`src/rtl/rxa_pkg.sv`:
```
package rxa_pkg;

  typedef enum logic [1:0] {
    LN_ONE   = 2'd0,
    LN_TWO   = 2'd1,
    LN_FOUR  = 2'd2,
    LN_FOURX = 2'd3
  } lane_mode_e;

  // Number of lanes the mode activates.
  function automatic int lane_count(input logic [1:0] mode);
    case (lane_mode_e'(mode))
      LN_ONE:  return 1;
      LN_TWO:  return 2;
      default: return 4;
    endcase
  endfunction

endpackage

```
`src/rtl/rxa_tok_line.sv`:
```
// Token delay line: one stage per serial period. A token leaves the line
// at the stage picked by sel, so no stale token lingers past the tap.
module rxa_tok_line #(
  parameter int DLY_W = 3
) (
  input  logic             clk,
  input  logic             rst_n,
  input  logic             adv,
  input  logic             req,
  input  logic [DLY_W-1:0] sel,
  output logic             hit,
  output logic             pending
);
  localparam int STAGES = (1 << DLY_W) - 1;

  logic [STAGES:1] tok;
  logic [STAGES:1] tok_nxt;
  logic [STAGES:0] tap;

  assign tap = {tok, req};
  assign hit = tap[sel];

  always_comb begin
    for (int k = 1; k <= STAGES; k++) begin
      tok_nxt[k] = tap[k-1] && (int'(sel) != k - 1);
    end
  end

  always_ff @(posedge clk or negedge rst_n) begin
    if (!rst_n)   tok <= '0;
    else if (adv) tok <= tok_nxt;
  end

  assign pending = |tok;
endmodule

```
`src/rtl/rxa_edge_sel.sv`:
```
// Chooses the capture edge: the delayed rising edge itself, or the first
// falling edge after it.
module rxa_edge_sel (
  input  logic clk,
  input  logic rst_n,
  input  logic rise_hit,
  input  logic sclk_fall,
  input  logic use_fall,
  output logic cap,
  output logic pend
);
  always_ff @(posedge clk or negedge rst_n) begin
    if (!rst_n)                    pend <= 1'b0;
    else if (use_fall && rise_hit) pend <= 1'b1;
    else if (sclk_fall)            pend <= 1'b0;
  end

  assign cap = use_fall ? (sclk_fall && pend) : rise_hit;
endmodule

```
`src/rtl/rxa_lane_cap.sv`:
```
// Capture flop for a single lane.
module rxa_lane_cap (
  input  logic clk,
  input  logic rst_n,
  input  logic cap,
  input  logic en,
  input  logic din,
  output logic q
);
  always_ff @(posedge clk or negedge rst_n) begin
    if (!rst_n)   q <= 1'b0;
    else if (cap) q <= din && en;
  end
endmodule

```
`src/rtl/rx_sample_aligner.sv`:
```
module rx_sample_aligner
  import rxa_pkg::*;
#(
  parameter int LANES = 4,
  parameter int DLY_W = 3
) (
  input  logic             clk,
  input  logic             rst_n,
  input  logic [DLY_W-1:0] cfg_dly,
  input  logic             cfg_fall,
  input  logic [1:0]       cfg_lanes,
  input  logic             sclk_rise,
  input  logic             sclk_fall,
  input  logic             bit_req,
  input  logic [LANES-1:0] rx_lanes,
  output logic             out_valid,
  output logic [LANES-1:0] out_bits,
  output logic             pipe_busy
);
  logic hit;
  logic tok_pend;
  logic rise_hit;
  logic cap;
  logic fall_pend;
  logic [LANES-1:0] lane_en;

  rxa_tok_line #(.DLY_W(DLY_W)) u_line (
    .clk     (clk),
    .rst_n   (rst_n),
    .adv     (sclk_rise),
    .req     (bit_req && sclk_rise),
    .sel     (cfg_dly),
    .hit     (hit),
    .pending (tok_pend)
  );

  assign rise_hit = sclk_rise && hit;

  rxa_edge_sel u_edge (
    .clk       (clk),
    .rst_n     (rst_n),
    .rise_hit  (rise_hit),
    .sclk_fall (sclk_fall),
    .use_fall  (cfg_fall),
    .cap       (cap),
    .pend      (fall_pend)
  );

  always_ff @(posedge clk or negedge rst_n) begin
    if (!rst_n) out_valid <= 1'b0;
    else        out_valid <= cap;
  end

  for (genvar i = 0; i < LANES; i++) begin : g_lane
    assign lane_en[i] = (i < lane_count(cfg_lanes));
    rxa_lane_cap u_cap (
      .clk   (clk),
      .rst_n (rst_n),
      .cap   (cap),
      .en    (lane_en[i]),
      .din   (rx_lanes[i]),
      .q     (out_bits[i])
    );
  end

  assign pipe_busy = tok_pend || fall_pend;
endmodule

```
`config.mk`:
```
export PLATFORM = sky130hd
export DESIGN_NAME = rx_sample_aligner
export DESIGN_NICKNAME = d
export VERILOG_FILES = /design/src/rtl/rxa_pkg.sv /design/src/rtl/rxa_tok_line.sv /design/src/rtl/rxa_edge_sel.sv /design/src/rtl/rxa_lane_cap.sv /design/src/rtl/rx_sample_aligner.sv
export SDC_FILE = /design/constraint.sdc
export NUM_CORES = 1
export LEC_CHECK = 0
export BUFFER_PORTS_ARGS = -buffer_cell sky130_fd_sc_hd__buf_2
export CORE_UTILIZATION = 53
export DETAILED_ROUTE_END_ITERATION = 16
export PLACE_DENSITY_LB_ADDON = 0.12
export RECOVER_POWER = 100
export SETUP_SLACK_MARGIN = 0.15
export SLEW_MARGIN = 5
export SYNTH_ARGS = -nofsm -noshare
export SYNTH_HDL_FRONTEND = slang
export SYNTH_SLANG_ARGS = --single-unit
```
`constraint.sdc`:
```
create_clock -name clk -period 2.4 [get_ports clk]
set_input_delay 0.36 -clock clk [delete_from_list [all_inputs] [get_ports clk]]
set_output_delay 0.36 -clock clk [all_outputs]
set_load 0.03 [all_outputs]
```
==> results by group <==
Layout
  – Area of the multi-input gates: 323 um2
  – Layout Nets: 109
  – Layout cell share with drive strength beyond 1: 19.6%
  – Post-layout util: 63.8%
  – Layout area overhead: 10.5%
  – Fill cell count: 105
  – Most frequent cells in the layout: inv_1, dfrtp_1, buf_2
  – Antenna fix cells: 0
  – Seq. cell area: 325 um2
  – Non-Filler Instances: 107

Timing
  – Setup TNS: 0 ns
  – RSZ-0062 raised after global routing: false
  – Tcrit/Tclk final: 72.9%
  – Final hold violations: 0
  – Rel. slew slack: 55.5%
  – Max-slew violation count: 0
  – Fin crit period: 1.75 ns
  – Max Clk Rate: 571 MHz
  – Setup violations, final: 0
  – Worst setup margin: 0.650 ns
  – Worst-case clock skew: 0.00434 ns
  – Slew @ Worst Pin: 0.667 ns

Detailed routing
  – Met3 Routed Length: 50 um
  – Routed Antenna Nets: 0
  – DR vias: 592
  – Top Metal Used: met4
  – Wire length on met2: 611 um
  – Post-DR wirelength/cell: 11.9 um
  – Drt first pass iters: 4
  – Detailed Route WL: 1280 um
  – Residual DRC: 0
  – Met1 WL: 606 um
  – Avg Vias per Cell: 5.53
  – DR iter-0 viols: 7

Clock tree
  – Clk pin slew, worst setup/hold paths: 0.08 ns
  – H-tree depth: 1
  – Root Driver: clkbuf_4
  – Worst-skew pair later-pin latency: 0.27 ns
  – CTS tree: done
  – Clock Tree Buf Depth: 2
  – Clock tree sinks: 13
  – # resized after CTS: 0
  – TritonCTS Buffers: 3

GRT
  – Largest net degree at the start of global routing: 19
  – GRT Resource Usage Total: 19.0%
  – Initial antenna violation count: 0
  – Vias in the first global route: 455
  – Global-route wire length before repair: 1920 um
  – Grt total ovfl: 0

Run
  – Max-Cap Viols: 0

Worst setup path
  – Register-to-Register Path Depth: 4
  – Capture point of the worst reg-to-reg path: g_lane[0].u_cap.q$_DFFE_PN0P_
  – Reg2reg start: u_line.tok[1]$_DFFE_PN0P_
  – CP endpoint kind: register
  – Critical path required time: 2.56 ns
  – Critical path type: reg -> reg
  – Setup slack, reg-to-reg: 0.65 ns
  – Setup crit start kind: register
  – CP Max Fanout: 5
  – Worst EP arrival: 1.91 ns

Synthesis
  – Ys Warns: 0
  – Area of the mapped netlist: 761 um2
  – Yosys cell types: 23
  – Seq/Total Area, Yosys: 42.8%
  – Number of synthesized register bits: 13
  – Syn_nets: 91
  – Cell taking the most area after synthesis: dfrtp_1
  – Area share of the largest cell type after synthesis: 42.8%
  – Cells after synthesis: 75
  – Synth top area cells: dfrtp_1, inv_1, buf_4
  – Avg Cell Area, Syn: 10.1 um2

Power
  – Max VDD drop: 0.000410 V
  – PwrDens: 733 nW/um2
  – Leakage power: 0.000400 uW

Worst hold path
  – Hold_sp: rx_lanes[0]
  – Worst min path class: in -> reg
  – Hold depth: 2
  – Hold worst-path end: g_lane[0].u_cap.q$_DFFE_PN0P_

Placed design
  – HPWL after DPL: 952 um
  – Port Buffer Count: 20
  – Placed Cells: 102
  – Final Wtd Congestion: 0.832
  – Place WS: 0.464 ns

Floorplanning
  – Die H: 39.9 um
  – Die area: 1590 um2
  – Core Region: 1320 um2
  – Die Wd: 39.9 um
  – Placement row count: 13
  – Ports: 21
  – Initial Util: 57.7%

Status
  – Status: finished, final reports clean
## worst max-delay path, cell delays in order (launching register included)
cell,delay (ns)
dfrtp_1,0.41
a21oi_1,0.09
a221o_1,0.41
o311ai_4,0.37
mux2_1,0.36
## per-stage QoR
step                hold slack (ns)  total power (uW)  instance area (um2)
finish                        0.308               616                  841
global route                  0.314               658                  841
detailed placement            0.263               508                  823
CTS                           0.317               643                  860
global placement              0.254               506                  823
floorplan                    0.0644               483                  761
## power breakdown
group,internal [uW],total (uW),switching [uW]
Combinational,63.0,189,126
Sequential,263,292,29.1
Clock,64.4,134,70.1
## layout make-up
| cell class | count | area share (%) |
|---|---|---|
| well taps | 15 | 2.23 |
| flip-flops and latches | 13 | 38.7 |
| repair buffers | 21 | 11.8 |
| multi-input cells | 41 | 38.4 |
| clock buffers | 4 | 3.13 |
| inverters | 13 | 5.80 |
## synthesized netlist by cell type
| cell type | instances |
|---|---|
| dfrtp_1 | 13 |
| inv_1 | 13 |
| nand3_1 | 7 |
| o21ai_0 | 7 |
| buf_4 | 5 |
| nand2_1 | 5 |
| o311ai_0 | 4 |
| mux2i_1 | 3 |
| clkbuf_1 | 2 |
| mux2_4 | 2 |
| nor4_1 | 2 |
| a21oi_1 | 1 |
| a221o_1 | 1 |
| a32o_1 | 1 |
| buf_6 | 1 |
| ha_1 | 1 |
| mux4_2 | 1 |
| nand2b_1 | 1 |
| nand3b_4 | 1 |
| nand4b_1 | 1 |
| nor2b_1 | 1 |
| o311ai_4 | 1 |
| or2_2 | 1 |
## kinds of logic after synthesis
logic type	Yosys count	synth area share [%]
buffers and inverters	21	13.8
and+or+nand+nor	19	15.0
AOI/OAI and AO/OA	15	16.0
DFF	13	42.8
muxes	6	10.9
adders and majority gates	1	1.64
## registers in the layout (all words and copies together) (netlist names)
register / cells
g_lane.u_cap.q: 4
out_valid: 1
u_edge.pend: 1
u_line.tok: 7
## worst max-delay path by stage
stage,slack [ns],endpoint,startpoint,cells past startpoint
after floorplan,0.65,g_lane[0].u_cap.q$_DFFE_PN0P_,cfg_dly[0],5
final,0.65,g_lane[0].u_cap.q$_DFFE_PN0P_,u_line.tok[1]$_DFFE_PN0P_,4
after global routing,0.57,g_lane[2].u_cap.q$_DFFE_PN0P_,u_line.tok[1]$_DFFE_PN0P_,4
after global placement,0.50,g_lane[2].u_cap.q$_DFFE_PN0P_,sclk_rise,5
after detailed placement,0.46,g_lane[0].u_cap.q$_DFFE_PN0P_,sclk_rise,5
after CTS,0.67,g_lane[0].u_cap.q$_DFFE_PN0P_,u_line.tok[1]$_DFFE_PN0P_,4
## routing by layer
layer	GRT usage, %	vias to the layer above
li1	-	292
met1	25.4	286
met2	27.4	12
met3	5.11	2
met4	10.3	0
met5	0	-
## what timing repair did
action / CTS / global route
endpoints found under the hold margin: 13 / 0
hold buffers: 1 / 0
setup endpoints to repair: 0 / 0
setup buffers: 0 / 0
Note: power is estimated with default switching activity, not from simulation.
